$ cat src/rtl/smb_cfg_target.sv
module smb_cfg_target #(
  parameter int NREG = 19,
  parameter logic [6:0] DEV_ADDR = 7'h69,
  parameter int CNT_IDX = 12
) (
  input  logic            clk,
  input  logic            rst_n,
  input  logic            scl_i,
  input  logic            sda_i,
  output logic            sda_oe,
  input  logic [2:0]      hw_fsel,
  input  logic [2:0]      hw_strap,
  output logic [NREG*8-1:0] cfg_o
);

  localparam int PW = 7;

  typedef enum logic [2:0] {S_IDLE, S_ADDR, S_CMD, S_CNT, S_WR, S_RD, S_SKIP} st_t;

  function automatic logic [7:0] dflt(input int i);
    case (i)
      0: dflt = 8'h01;
      1: dflt = 8'h02;
      2, 3, 4: dflt = 8'hFF;
      7: dflt = 8'h18;
      9: dflt = 8'h25;
      10: dflt = 8'h7F;
      11: dflt = 8'h05;
      CNT_IDX: dflt = 8'h0D;
      13: dflt = 8'hCB;
      18: dflt = 8'h40;
      default: dflt = 8'h00;
    endcase
  endfunction

  function automatic logic [7:0] wmask(input int i);
    case (i)
      0: wmask = 8'h1F;
      10: wmask = 8'h7F;
      11: wmask = 8'h3F;
      CNT_IDX: wmask = 8'h3F;
      default: wmask = 8'hFF;
    endcase
  endfunction

  function automatic logic [7:0] ro_bits(input int i, input logic [2:0] fs, input logic [2:0] sp);
    case (i)
      0: ro_bits = {fs, 5'b0};
      10: ro_bits = {sp[0], 7'b0};
      11: ro_bits = {sp[2:1], 6'b0};
      default: ro_bits = 8'h00;
    endcase
  endfunction

  logic [1:0] scl_q, sda_q;
  logic       p_scl, p_sda;
  logic       s_scl, s_sda;
  logic       scl_r, scl_f, start, stop;

  st_t        st;
  logic [7:0] sh;
  logic [3:0] bitn;
  logic       in_ack, m_ack;
  logic       blk;
  logic [PW-1:0] ptr;
  logic [5:0] rem;

  logic [7:0] regs [NREG];
  logic [7:0] rdv  [NREG];
  logic [7:0] cur_rd, nb;
  logic [5:0] bcnt;
  logic       byte_end, adr_hit, adr_rd, nxt_ld, cmd_done, wr_done;

  always_ff @(posedge clk or negedge rst_n) begin
    if (!rst_n) begin
      scl_q <= 2'b11;
      sda_q <= 2'b11;
      p_scl <= 1'b1;
      p_sda <= 1'b1;
    end else begin
      scl_q <= {scl_q[0], scl_i};
      sda_q <= {sda_q[0], sda_i};
      p_scl <= scl_q[1];
      p_sda <= sda_q[1];
    end
  end

  assign s_scl = scl_q[1];
  assign s_sda = sda_q[1];
  assign scl_r = s_scl & ~p_scl;
  assign scl_f = ~s_scl & p_scl;
  assign start = s_scl & p_scl & p_sda & ~s_sda;
  assign stop  = s_scl & p_scl & ~p_sda & s_sda;

  assign byte_end = !in_ack && scl_f && bitn == 4'd8;
  assign adr_hit  = sh[7:1] == DEV_ADDR;
  assign adr_rd   = st == S_ADDR && byte_end && adr_hit && sh[0];
  assign nxt_ld   = st == S_RD && !in_ack && m_ack && scl_f;
  assign cmd_done = st == S_CMD && byte_end;
  assign wr_done  = st == S_WR && byte_end;

  for (genvar g = 0; g < NREG; g++) begin : g_rd
    assign rdv[g] = regs[g] | ro_bits(g, hw_fsel, hw_strap);
    assign cfg_o[g*8 +: 8] = rdv[g];
  end

  always_comb begin
    cur_rd = 8'h00;
    for (int i = 0; i < NREG; i++)
      if (ptr == PW'(i)) cur_rd = rdv[i];
  end

  assign bcnt = rdv[CNT_IDX][5:0];
  assign nb = (adr_rd && blk) ? {2'b00, bcnt} :
              (blk && rem == 6'd0) ? 8'h00 : cur_rd;

  always_ff @(posedge clk or negedge rst_n) begin
    if (!rst_n) begin
      st     <= S_IDLE;
      sh     <= 8'h00;
      bitn   <= 4'd0;
      in_ack <= 1'b0;
      m_ack  <= 1'b0;
      sda_oe <= 1'b0;
    end else if (start) begin
      st     <= S_ADDR;
      bitn   <= 4'd0;
      in_ack <= 1'b0;
      m_ack  <= 1'b0;
      sda_oe <= 1'b0;
    end else if (stop) begin
      st     <= S_IDLE;
      in_ack <= 1'b0;
      m_ack  <= 1'b0;
      sda_oe <= 1'b0;
    end else begin
      case (st)
        S_ADDR, S_CMD, S_CNT, S_WR: begin
          if (in_ack) begin
            if (scl_f) begin
              in_ack <= 1'b0;
              sda_oe <= 1'b0;
              bitn   <= 4'd0;
            end
          end else if (scl_r) begin
            sh   <= {sh[6:0], s_sda};
            bitn <= bitn + 4'd1;
          end else if (byte_end) begin
            bitn   <= 4'd0;
            in_ack <= 1'b1;
            sda_oe <= 1'b1;
            case (st)
              S_ADDR: begin
                if (!adr_hit) begin
                  st     <= S_SKIP;
                  in_ack <= 1'b0;
                  sda_oe <= 1'b0;
                end else if (sh[0]) begin
                  st <= S_RD;
                  sh <= nb;
                end else begin
                  st <= S_CMD;
                end
              end
              S_CMD:   st <= sh[7] ? S_WR : S_CNT;
              S_CNT:   st <= S_WR;
              default: st <= S_WR;
            endcase
          end
        end
        S_RD: begin
          if (in_ack) begin
            if (scl_f) begin
              in_ack <= 1'b0;
              sda_oe <= ~sh[7];
              bitn   <= 4'd0;
            end
          end else if (m_ack) begin
            if (scl_r && s_sda) begin
              st    <= S_SKIP;
              m_ack <= 1'b0;
            end else if (scl_f) begin
              m_ack  <= 1'b0;
              sh     <= nb;
              sda_oe <= ~nb[7];
              bitn   <= 4'd0;
            end
          end else if (scl_r) begin
            bitn <= bitn + 4'd1;
          end else if (scl_f) begin
            if (bitn == 4'd8) begin
              sda_oe <= 1'b0;
              m_ack  <= 1'b1;
            end else begin
              sda_oe <= ~sh[6];
              sh     <= {sh[6:0], 1'b0};
            end
          end
        end
        default: sda_oe <= 1'b0;
      endcase
    end
  end

  always_ff @(posedge clk or negedge rst_n) begin
    if (!rst_n) begin
      blk <= 1'b0;
      ptr <= '0;
      rem <= 6'd0;
    end else if (cmd_done) begin
      blk <= ~sh[7];
      ptr <= sh[7] ? sh[6:0] : '0;
    end else if (wr_done) begin
      ptr <= ptr + PW'(1);
    end else if (adr_rd && blk) begin
      ptr <= '0;
      rem <= bcnt;
    end else if (adr_rd || nxt_ld) begin
      ptr <= ptr + PW'(1);
      if (blk && rem != 6'd0) rem <= rem - 6'd1;
    end
  end

  always_ff @(posedge clk or negedge rst_n) begin
    if (!rst_n) begin
      for (int i = 0; i < NREG; i++) regs[i] <= dflt(i) & wmask(i);
    end else if (wr_done) begin
      for (int i = 0; i < NREG; i++)
        if (ptr == PW'(i)) regs[i] <= sh & wmask(i);
    end
  end

endmodule

$ cat config.mk
export PLATFORM = sky130hd
export DESIGN_NAME = smb_cfg_target
export DESIGN_NICKNAME = d
export VERILOG_FILES = /design/src/rtl/smb_cfg_target.sv
export SDC_FILE = /design/constraint.sdc
export NUM_CORES = 1
export LEC_CHECK = 0
export ABC_AREA = 0
export BUFFER_PORTS_ARGS = -buffer_cell sky130_fd_sc_hd__buf_4
export CORE_MARGIN = 2
export CORE_UTILIZATION = 45
export DETAILED_ROUTE_END_ITERATION = 6
export PLACE_DENSITY_LB_ADDON = 0.15
export SLEW_MARGIN = 20
export SYNTH_ARGS = -nofsm -noshare
export SYNTH_HDL_FRONTEND = slang
export SYNTH_SLANG_ARGS = --single-unit
$ cat constraint.sdc
create_clock -name clk -period 3 [get_ports clk]
set_clock_uncertainty 0.1 [all_clocks]
set_input_delay 0.15 -clock clk [delete_from_list [all_inputs] [get_ports clk]]
set_output_delay 0.15 -clock clk [all_outputs]
set_load 0.01 [all_outputs]
# Word-level counts from Yosys, hierarchy flattened
# Index checks and enable logic that the tools add are counted.
# classes
bitwise	40
shifts	0
mul	0
eq_ne	54
n_div	0
magnitude_cmp	0
addsub	3
mux	139
reduce_logical	53
# op_table
cell	n
2-to-1 mux 8 bit	72
bitwise AND 8 bit	19
equality test 7 x 4 -> 1 bit, second input constant	8
2-to-1 mux 4 bit	10
inequality test 5 bit, second input constant	8
AND reduction 2 bit	20
2-to-1 mux 7 bit	5
2-to-1 mux 3 bit	11
2-to-1 mux 1 bit	32
equality test 7 x 3 -> 1 bit, second input constant	4
inequality test 3 bit, second input constant	8
OR 8 bit	3
equality test 7 x 5 -> 1 bit, second input constant	3
inequality test 4 bit, second input constant	5
2-to-1 mux 6 bit	3
case mux 8 bit (2 select lines)	1
equality test 7 x 2 -> 1 bit, second input constant	2
logical AND 1 bit	14
AND reduction 13 bit	1
inequality test 6 bit, second input constant	2
case mux 3 bit (2 select lines)	2
AND reduction 12 bit	1
NOT 1 bit	11
inequality test 2 bit, second input constant	4
27 further kinds	40
# word_totals
word_cells	322
mem_bits_rw	0
output_inout_bits	153
inputBits	10
ff_bits	190
latchBits	0
romBits	0
memories	0

# Depth between registers and ports, before layout
# Gate-level depths: netlist (run 1).
# depth
ltp_word	30
depth_mapped	11
mapped_depth_nobuf	9

# Least setup slack after synthesis (run 1)
# OpenSTA, ideal clock, no wires.
# synth_path
path_kind	register to register
from	reg ptr[0]
to	reg sda_oe
required_ns	2.789
path_slack_ns	0.277
arrival_time_ns	2.512
path_buffers	1
stages_incl_launch_ff	11
cell_sequence	dfrtp_1 -> inv_1 -> ha_1 -> or4b_1 -> buf_2 -> or3_1 -> o311a_1 -> o221ai_1 -> o21ai_1 -> a21bo_1 -> a2111oi_2
# synth_between
elab_chain_cells	30
# synth_rtl
element	line_no	rtl
start, declared	65	logic [PW-1:0] ptr;
start signal, assigned	212	ptr <= sh[7] ? sh[6:0] : '0;
start signal, assigned	214	ptr <= ptr + PW'(1);
start signal, assigned	219	ptr <= ptr + PW'(1);
zero test 7 bit	110	if (ptr == PW'(i)) cur_rd = rdv[i];
2-to-1 mux 8 bit (18 in series)	110	
2-to-1 mux 8 bit (*)	110	
2-to-1 mux 8 bit (*)	115	(blk && rem == 6'd0) ? 8'h00 : cur_rd;
2-to-1 mux 8 bit (*)	114	assign nb = (adr_rd && blk) ? {2'b00, bcnt} :
NOT 1 bit (*)	185	sda_oe <= ~nb[7];
2-to-1 mux 1 bit (*)	182	end else if (scl_f) begin
2-to-1 mux 1 bit (*)	179	if (scl_r && s_sda) begin
2-to-1 mux 1 bit (*)	178	end else if (m_ack) begin
2-to-1 mux 1 bit (*)	172	if (in_ack) begin
case mux 1 bit (2 select lines) (*)	137	case (st)
2-to-1 mux 1 bit (*)	131	end else if (stop) begin
2-to-1 mux 1 bit (*)	125	end else if (start) begin
end signal, assigned	175	sda_oe <= ~sh[7];
end signal, assigned	185	
end signal, assigned	195	sda_oe <= ~sh[6];
end, declared	10	output logic sda_oe,
# Mark *: on every way between the ends. The rest lies on a longest branch, timed or not. The select of a mux whose other input is x is not followed.
# A chain may end at the register's enable or synchronous reset.

# Final worst setup path (run 1)
# layout_path
from	reg ptr[0]
to	reg sh[1]
# layout_between
elab_chain_cells	29
# layout_rtl
element	line_no	rtl
zero test 7 bit	110	
2-to-1 mux 8 bit (18 in series)	110	
2-to-1 mux 8 bit (*)	110	
2-to-1 mux 8 bit (*)	115	
2-to-1 mux 8 bit (*)	114	
2-to-1 mux 8 bit	158	end else if (sh[0]) begin
2-to-1 mux 8 bit	154	if (!adr_hit) begin
2-to-1 mux 8 bit	152	case (st)
2-to-1 mux 8 bit	148	end else if (byte_end) begin
2-to-1 mux 8 bit	145	end else if (scl_r) begin
2-to-1 mux 8 bit	139	if (in_ack) begin
case mux 8 bit (2 select lines) (*)	137	
end signal, assigned	146	sh <= {sh[6:0], s_sda};
end signal, assigned	160	sh <= nb;
end signal, assigned	184	sh <= nb;
end, declared	61	logic [7:0] sh;
# Marked as above.

==> results.ini, run 1 <==
[synthesis]
synth_cell_type_count=80
muxShareOfSynthArea_pct=16.7
synth-simple-area-share_pct=15.8
synth_top_family_by_area=multiplexers
synth_edf_count=0
synth_xor_xnor_area_share_pct=0.178
synth_seq_cells=182
netlist_area_mm2=0.00983
synth_seq_area_share_pct=47.0
synth-compound-area-share_pct=15.8
synth_warnings=0
synth_adder_area_share_pct=0.891
postSynth.asyncResetShare_pct=100
synth_top_area_share_pct=32.3
syn_avg_cell_area_um2=10.5
synthFlopType=dfrtp_1
synthDominantAreaCellType=dfrtp_1
syn-instance-count=939
netlist_top_cells_area=dfrtp_1 32%, mux2_2 17%, dfstp_2 15%, nand2_1 3.1%, nor2_1 2.3%

[clock_network]
cts_tree=yes
cts_setup_buffers=0
cts_max_level=4
cts_buffer_depth=2
clkLatencyLatePin_ps=440
clk_pin_slew_ps=80
clockRootBuffer=clkbuf_16
clkSinkCount=182
cts_buffers=17

[sta]
hold_violations=0
finalSetupViolations=0
rsz0062_at_grt=true
slew_headroom_pct=52.3
fmax_mhz=335
worst_pin_slew_ps=697
fin_hold_ws_ps=114
period_needed_ps=2990
slew_viol_final=0
period_share_pct=99.6

[global_route]
grt-ovfl-total=0
antenna_found_initial=0
grtUsageTotal_pct=29.2
grt_pass1_wl_um=50500
grt_max_degree=64
grt_pass1_vias=8419

[min_path]
hold_start=hw_strap[1]
whs_path_depth=5
min_to=sh[6]
hp-class=primary input to flip-flop

[power_and_ir_drop]
pwr-share-seq_pct=37.4
vdd_ir_drop_max_uv=439
combPwrFrac_pct=32.3
power_leakage_uw=0.00589
p_int_uw=4670
p_clk_share_pct=30.3
netSwitchingPower_uw=2770
swShare_pct=37.2
power_density_mw_per_mm2=597

[floorplanning]
ios=163
die_w_um=152
dieArea_mm2=0.0230
rows=54
initial_utilization_pct=45.5
core_area_mm2=0.0216
die_y_um=152

[detailed_routing]
post_drt_wl_per_cell_um=23.4
drtIter0Drc=1076
via_count=8903
postRouteAntennaNets=0
drt-total-wl_um=33400
remaining_drc_errors=0
vias_per_cell=6.23
dr.pass1.iters=5

[layout]
stdcell_area_mm2=0.0125
final_cells=1428
layout-drive-gt1-share_pct=44.6
final_common_cell=buf_4
insertedDiodeCount=0
nFillCells=1895
area_growth_pct=26.7
final_cell_mix=236 x buf_4, 145 x mux2_2, 123 x dfrtp_1
final_core_util_pct=57.6
layout.nets=1152

[worst_setup_path]
path_class=flip-flop to flip-flop
cp.required_ps=3210
reg2reg_depth=8
crit_arrival_ps=3200
r2r_slack_ps=10
worstSetupStartpointType=flip-flop
reg2reg_to=sh[1]
crit_fanout=12
end_kind=flip-flop
r2r-start=ptr[0]

[place]
gp_congestion=0.953
hpwl_um=24000
io_buffers=160
placed_cell_area_mm2=0.0117
dpl.cell_count=1393

[flow_run]
drv_cap=0

[run_status]
outcome=finished clean

## critical path, stage by stage (launching register included)
cell	delay [ps]
dfrtp_1	420
ha_1	270
or4b_1	610
nor2_1	250
buf_4	240
a21oi_1	50
a2111oi_0	560
and3_1	280
o22ai_1	70
## sequential cells by signal, indices dropped and copies added, names as in the netlist
register,count
st,3
ptr,7
sda_oe,1
sh,8
in_ack,1
regs,18
bitn,4
scl_q,2
m_ack,1
sda_q,2
p_sda,1
rem,6
cfg_o,126
p_scl,1
blk,1
## through the flow
| stage | setup TNS [ps] | total power, uW | setup slack, ps |
|---|---|---|---|
| after CTS | 0 | 7360 | 37.3 |
| after global placement | -66.5 | 5080 | -48.6 |
| after global routing | -28.2 | 7760 | -28.2 |
| after floorplan | 0 | 4060 | 277 |
| after detailed placement | -237 | 5100 | -146 |
| final | 0 | 7440 | 12.7 |
## cell families (layout without fill, tap and decap cells)
family                   after synthesis  count (layout)
adder cells (fa/ha/maj)                7               7
AND/OR/NAND/NOR                      304             304
AO/OA/AOI/OAI                        217             217
flip-flops                           182             182
other                                  1               2
XOR/XNOR                               2               2
buffers and inverters                 80             288
multiplexers                         146             146
## area by class of cell
class	instances	area [um^2]	area share (%)
Timing Repair Buffer	242	1850	14.9
Inverter	14	52.6	0.422
Sequential cell	182	4630	37.2
Clock buffer	18	429	3.45
Multi-Input combinational cell	678	4980	40.0
Clock inverter	14	155	1.25
Tap cell	280	350	2.81
## what timing repair did
item,4_1_cts,5_1_grt
pin swaps,1,3
endpoints found under the setup margin,5,7
hold endpoints to repair,62,0
hold buffers,3,0
resized for setup,6,24
## worst max path at each step
stage / end / startpoint / depth (start not counted)
after floorplan: sda_oe / ptr[0] / 10
after global placement: sh[0] / ptr[0] / 10
after detailed placement: sh[0] / ptr[0] / 10
after CTS: sh[4] / ptr[5] / 8
after global routing: sh[2] / ptr[0] / 10
final: sh[1] / ptr[0] / 8
## power groups by stage
stage          combinational [uW]  sequential [uW]  clock (uW)
3_3_place_gp                 2260             2820           0
5_1_grt                      2580             2800        2380
3_5_place_dp                 2280             2820           0
6_report                     2400             2780        2250
2_1_floorplan                1280             2780           0
4_1_cts                      2300             2770        2290
## synth_stat cells, types with 6 or more instances
cell type	n
and3_1	17
a221oi_1	12
o21ai_0	44
ha_1	7
or3_1	8
dfstp_2	55
buf_4	9
nand3_1	33
inv_1	14
o211ai_1	12
nor2_1	61
clkbuf_1	45
a211oi_1	9
buf_2	9
dfrtp_1	127
nand2_1	81
nor3_1	32
and2_1	7
o221ai_1	6
nand2b_1	8
nor2b_1	8
a21oi_1	34
a22oi_1	11
o22ai_1	9
nor4_1	7
mux2_2	145
## metal layers
| metal | GRT usage (%) | wire length, um | up-vias |
|---|---|---|---|
| met5 | 0 | 0 | - |
| met1 | 43.7 | 15200 | 4504 |
| li1 | - | - | 3927 |
| met4 | 9.17 | 814 | 0 |
| met3 | 4.19 | 2230 | 61 |
| met2 | 43.7 | 15200 | 411 |
Note: power is estimated with default switching activity, not from simulation.
==> run 2: changes to the inputs <==
Settings changed: RECOVER_POWER set to 25.
==> results.ini, run 2 (same netlist as run 1, synthesis figures left out) <==
[run_status]
outcome=finished, violations left  ; was finished clean
violations=max-capacitance violations, max-slew violations

[min_path]
min_to=sh[6]  ; unchanged
whs_path_depth=5  ; unchanged
hold_start=hw_strap[1]  ; unchanged
hp-class=primary input to flip-flop  ; unchanged

[power_and_ir_drop]
p_int_uw=4660  ; was 4670 uW
p_clk_share_pct=30.4  ; was 30.3%
pwr-share-seq_pct=37.4  ; about the same
combPwrFrac_pct=32.2  ; was 32.3%
power_density_mw_per_mm2=599  ; was 597 mW/mm^2
swShare_pct=37.2  ; about the same
power_leakage_uw=0.00586  ; was 0.00589 uW
vdd_ir_drop_max_uv=439  ; about the same
netSwitchingPower_uw=2760  ; was 2770 uW

[layout]
final_cell_mix=228 x buf_4, 145 x mux2_2, 123 x dfrtp_1  ; was 236 x buf_4, 145 x mux2_2, 123 x dfrtp_1
area_growth_pct=26.1  ; was 26.7%
layout.nets=1152  ; unchanged
nFillCells=1905  ; was 1895
final_common_cell=buf_4  ; unchanged
layout-drive-gt1-share_pct=44.0  ; was 44.6%
final_core_util_pct=57.3  ; was 57.6%
insertedDiodeCount=0  ; unchanged
largest_reg_flops=126  ; unchanged

[sta]
final.setup.tns_ps=0  ; unchanged
worst_pin_slew_ps=1600  ; was 697 ps
slew_viol_final=64  ; was 0
rsz0062_at_grt=true  ; unchanged
finalSetupViolations=0  ; unchanged
setup_slack_ps=20.4  ; was 12.7 ps
period_needed_ps=2980  ; was 2990 ps
hold_violations=0  ; unchanged
slew_headroom_pct=-6.63  ; was 52.3%
fmax_mhz=336  ; was 335 MHz
fin_hold_ws_ps=121  ; was 114 ps
period_share_pct=99.3  ; was 99.6%

[detailed_routing]
dr.pass1.iters=7  ; was 5
vias_per_cell=6.20  ; was 6.23
via_count=8860  ; was 8903
drt-total-wl_um=33300  ; was 33400 um
drtIter0Drc=1012  ; was 1076
post_drt_wl_per_cell_um=23.3  ; was 23.4 um
remaining_drc_errors=0  ; unchanged
postRouteAntennaNets=0  ; unchanged

[clock_network]
cts_tree=yes  ; unchanged
clockRootBuffer=clkbuf_16  ; unchanged
cts_max_level=4  ; unchanged
cts_setup_buffers=0  ; unchanged
clkLatencyLatePin_ps=440  ; about the same
clk_pin_slew_ps=80  ; about the same
clkSinkCount=182  ; unchanged
cts_buffer_depth=2  ; unchanged
cts_buffers=17  ; unchanged

[worst_setup_path]
reg2reg_to=sh[1]  ; unchanged
reg2reg_depth=8  ; unchanged
worstSetupStartpointType=flip-flop  ; unchanged
path_class=flip-flop to flip-flop  ; unchanged
crit_arrival_ps=3190  ; was 3200 ps
r2r-start=ptr[0]  ; unchanged
r2r_slack_ps=20  ; was 10 ps
end_kind=flip-flop  ; unchanged
cp.required_ps=3210  ; about the same
crit_fanout=12  ; unchanged

[floorplanning]
rows=54  ; unchanged
ios=163  ; unchanged
core_area_mm2=0.0216  ; unchanged
die_w_um=152  ; unchanged
initial_utilization_pct=45.5  ; unchanged
dieArea_mm2=0.0230  ; unchanged
die_y_um=152  ; unchanged

[flow_run]
drv_cap=1  ; was 0

[place]
hpwl_um=24000  ; unchanged
gp_congestion=0.953  ; unchanged
io_buffers=160  ; unchanged
place_ws_ps=-146  ; unchanged

[global_route]
grt-ovfl-total=0  ; unchanged
grt_max_degree=64  ; unchanged
grtUsageTotal_pct=29.2  ; unchanged
antenna_found_initial=0  ; unchanged
grt_pass1_vias=8419  ; unchanged
grt_pass1_wl_um=50500  ; unchanged

## run 2: area by class of cell
cell class / instances / area (um^2) / area share [%]
sequential: 182 / 4630 / 37.3
clock buffer: 18 / 429 / 3.46
tap: 280 / 350 / 2.83
multi-input combinational: 678 / 4980 / 40.2
clock inverter: 14 / 155 / 1.25
inverter: 14 / 52.6 / 0.424
timing repair buffer: 242 / 1800 / 14.5
## run 2: worst max-delay path, cell delays in order, from the launching register on
cell       delay (ps)
dfrtp_1           420
ha_1              260
or4b_1            610
nor2_1            250
buf_4             230
a21oi_1            50
a2111oi_0         560
and3_1            280
o22ai_1            80
## run 2: how the worst max path moves through the flow
stage                     startpoint  endpoint  depth (start not counted)
final                         ptr[0]     sh[1]                          8
after global routing          ptr[0]     sh[2]                         10
after CTS                     ptr[5]     sh[4]                          8
after detailed placement      ptr[0]     sh[0]                         10
after global placement        ptr[0]     sh[0]                         10
after floorplan               ptr[0]    sda_oe                         10
## run 2: timing repair
action,4_1_cts,5_1_grt
endpoints found under the setup margin,5,7
hold buffers,3,0
hold endpoints to repair,62,0
gates cloned,0,0
gates resized for setup,6,24
pin swaps,1,3
## run 2: power groups by stage
stage               logic (uW)  clock network, uW  registers [uW]
floorplan                 1280                  0            2780
global placement          2260                  0            2820
detailed placement        2280                  0            2820
CTS                       2300               2290            2770
global route              2570               2380            2800
finish                    2390               2250            2780
## run 2: per-stage QoR
step	area (um^2)	total power (uW)	std cells
after floorplan	9830	4060	940
after global placement	11700	5080	1393
after detailed placement	11700	5100	1393
after CTS	12400	7360	1428
after global routing	12400	7750	1428
final	12400	7420	1428
## run 2: metal layers
metal	wire length, um	GRT usage [%]	part of all wire, %	vias to the layer above
met5	0	0	0	-
met4	835	9.17	2.5	0
met2	15100	43.7	45	397
met1	15100	43.7	45	4482
li1	-	-	-	3923
met3	2250	4.19	6.8	58
==> run 3: changes to the inputs <==
==> constraint.sdc (replaced) <==
create_clock -name clk -period 3 [get_ports clk]
set_clock_uncertainty 0.1 [all_clocks]
set_input_delay 0.6 -clock clk [delete_from_list [all_inputs] [get_ports clk]]
set_output_delay 0.6 -clock clk [all_outputs]
set_load 0.01 [all_outputs]
==> results.ini, run 3 (same netlist as run 1, synthesis figures left out) <==
[place]
hpwl_um=24100  ; was 24000 um
gp_congestion=0.909  ; was 0.953
dpl.cell_count=1391  ; was 1393
place_ws_ps=-63.2  ; was -146 ps
placed_cell_area_mm2=0.0117  ; about the same
io_buffers=160  ; unchanged

[clock_network]
cts_buffer_depth=2  ; unchanged
clkSinkCount=182  ; unchanged
hold_buffers=0  ; was 3
cts_max_level=4  ; unchanged
cts_setup_buffers=0  ; unchanged
cts_buffers=17  ; unchanged
clkLatencyLatePin_ps=440  ; about the same
clk_pin_slew_ps=70  ; was 80 ps
clockRootBuffer=clkbuf_16  ; unchanged
cts_tree=yes  ; unchanged

[flow_run]
drv_cap=0  ; was 1

[detailed_routing]
drt-total-wl_um=33200  ; was 33300 um
via_count=8872  ; was 8860
vias_per_cell=6.23  ; was 6.20
postRouteAntennaNets=0  ; unchanged
post_drt_wl_per_cell_um=23.4  ; was 23.3 um
remaining_drc_errors=0  ; unchanged
drtIter0Drc=765  ; was 1012
dr.pass1.iters=7  ; unchanged

[sta]
finalSetupViolations=0  ; unchanged
period_share_pct=99.4  ; was 99.3%
period_needed_ps=2980  ; about the same
fmax_mhz=335  ; was 336 MHz
slew_viol_final=0  ; was 64
hold_violations=0  ; unchanged
worst_pin_slew_ps=1360  ; was 1600 ps
slew_headroom_pct=9.43  ; was -6.63%
setup_slack_ps=18.1  ; was 20.4 ps
rsz0062_at_grt=true  ; unchanged
fin_hold_ws_ps=171  ; was 121 ps

[floorplanning]
core_area_mm2=0.0216  ; unchanged
ios=163  ; unchanged
die_y_um=152  ; unchanged
initial_utilization_pct=45.5  ; unchanged
dieArea_mm2=0.0230  ; unchanged
die_w_um=152  ; unchanged
rows=54  ; unchanged

[worst_setup_path]
cp_slowest_cell=a2111oi_1  ; was or4b_1
worstSetupStartpointType=flip-flop  ; unchanged
cp.required_ps=3210  ; about the same
end_kind=flip-flop  ; unchanged
cp.buffers_inverters=1  ; unchanged
critPathMaxStageDelay_ps=690  ; was 610 ps
crit_arrival_ps=3190  ; about the same
critical_path.top_delay_family=compound AO/OA/AOI/OAI gates  ; was simple AND/OR/NAND/NOR gates
crit_path_cell_trace=ha_1, or4b_1, nor2_1, buf_4, a2111oi_1, and3_1, nand3_1, o211ai_1, a21oi_1  ; was ha_1, or4b_1, nor2_1, buf_4, a21oi_1, a2111oi_0, and3_1, o22ai_1
crit_fanout=12  ; unchanged
path_class=flip-flop to flip-flop  ; unchanged

[global_route]
grt_pass1_wl_um=50900  ; was 50500 um
grt_max_degree=69  ; was 64
grt-ovfl-total=0  ; unchanged
antenna_found_initial=0  ; unchanged
grt_pass1_vias=8457  ; was 8419
grtUsageTotal_pct=29.4  ; was 29.2%

[layout]
area_growth_pct=25.5  ; was 26.1%
final_cells=1423  ; was 1428
final_cell_mix=232 x buf_4, 145 x mux2_2, 125 x dfrtp_1  ; was 228 x buf_4, 145 x mux2_2, 123 x dfrtp_1
largest_reg_flops=126  ; unchanged
layout-drive-gt1-share_pct=43.8  ; was 44.0%
insertedDiodeCount=0  ; unchanged
layout.nets=1147  ; was 1152
stdcell_area_mm2=0.0123  ; was 0.0124 mm^2
final_common_cell=buf_4  ; unchanged

[run_status]
outcome=finished clean  ; was finished, violations left

[power_and_ir_drop]
power_density_mw_per_mm2=599  ; about the same
p_total_uw=7390  ; was 7420 uW
vdd_ir_drop_max_uv=363  ; was 439 uV
power_leakage_uw=0.00584  ; was 0.00586 uW

[min_path]
hp-class=primary input to flip-flop  ; unchanged

[run 3: cell count changes in the layout (fill, tap and decap cells not counted), sizes merged]
cell         change
clkinvlp         +1
buf              +4
inv              +1
dlygate4sd3      -3
clkbuf           -6
clkinv           -2
[run 3: metrics by stage]
| step | TNS (ps) | util, % |
|---|---|---|
| detailed placement | -103 | 54.1 |
| global placement | 0 | 54.1 |
| CTS | 0 | 56.9 |
| floorplan | 0 | - |
| global route | -151 | 57.1 |
| finish | 0 | 57.1 |
[run 3: worst paths after layout]
check                         start  slack (ps)         to  cells past startpoint
setup reg to reg             ptr[0]          20      sh[4]                      9
hold / removal                scl_i         170   scl_q[0]                      1
setup / recovery             ptr[0]          20      sh[4]                      9
hold reg to reg            sda_q[0]         250   sda_q[1]                      0
max in group asynchronous     rst_n         730  cfg_o[40]                      2
min in group asynchronous     rst_n         340    bitn[2]                      1
[run 3: report_power, final]
group	internal [uW]	total [uW]	leakage [uW]	switching [uW]
sequential	2610	2790	0.00232	176
clock	1120	2230	0.000282	1110
combinational	910	2360	0.00324	1450
total	4640	7390	0.00584	2740
[run 3: repair_timing]
item | CTS | global route
pin swaps | 1 | 2
gates resized for setup | 5 | 19
endpoints found under the setup margin | 5 | 8
[run 3: cell type report]
cell class                      instances  area, um^2
Fill cell                            1939        9280
Multi-Input combinational cell        678        4960
Sequential cell                       182        4630
Timing Repair Buffer                  237        1780
Clock buffer                           18         429
Tap cell                              280         350
Clock inverter                         14         149
Inverter                               14        52.6
[run 3: layer usage]
metal | up-vias | wire (um) | track usage, %
li1 | 3910 | - | -
met1 | 4473 | 14800 | 43.5
met2 | 418 | 15200 | 44.5
met3 | 71 | 2410 | 5.06
met4 | 0 | 808 | 8.01
met5 | - | 0 | 0
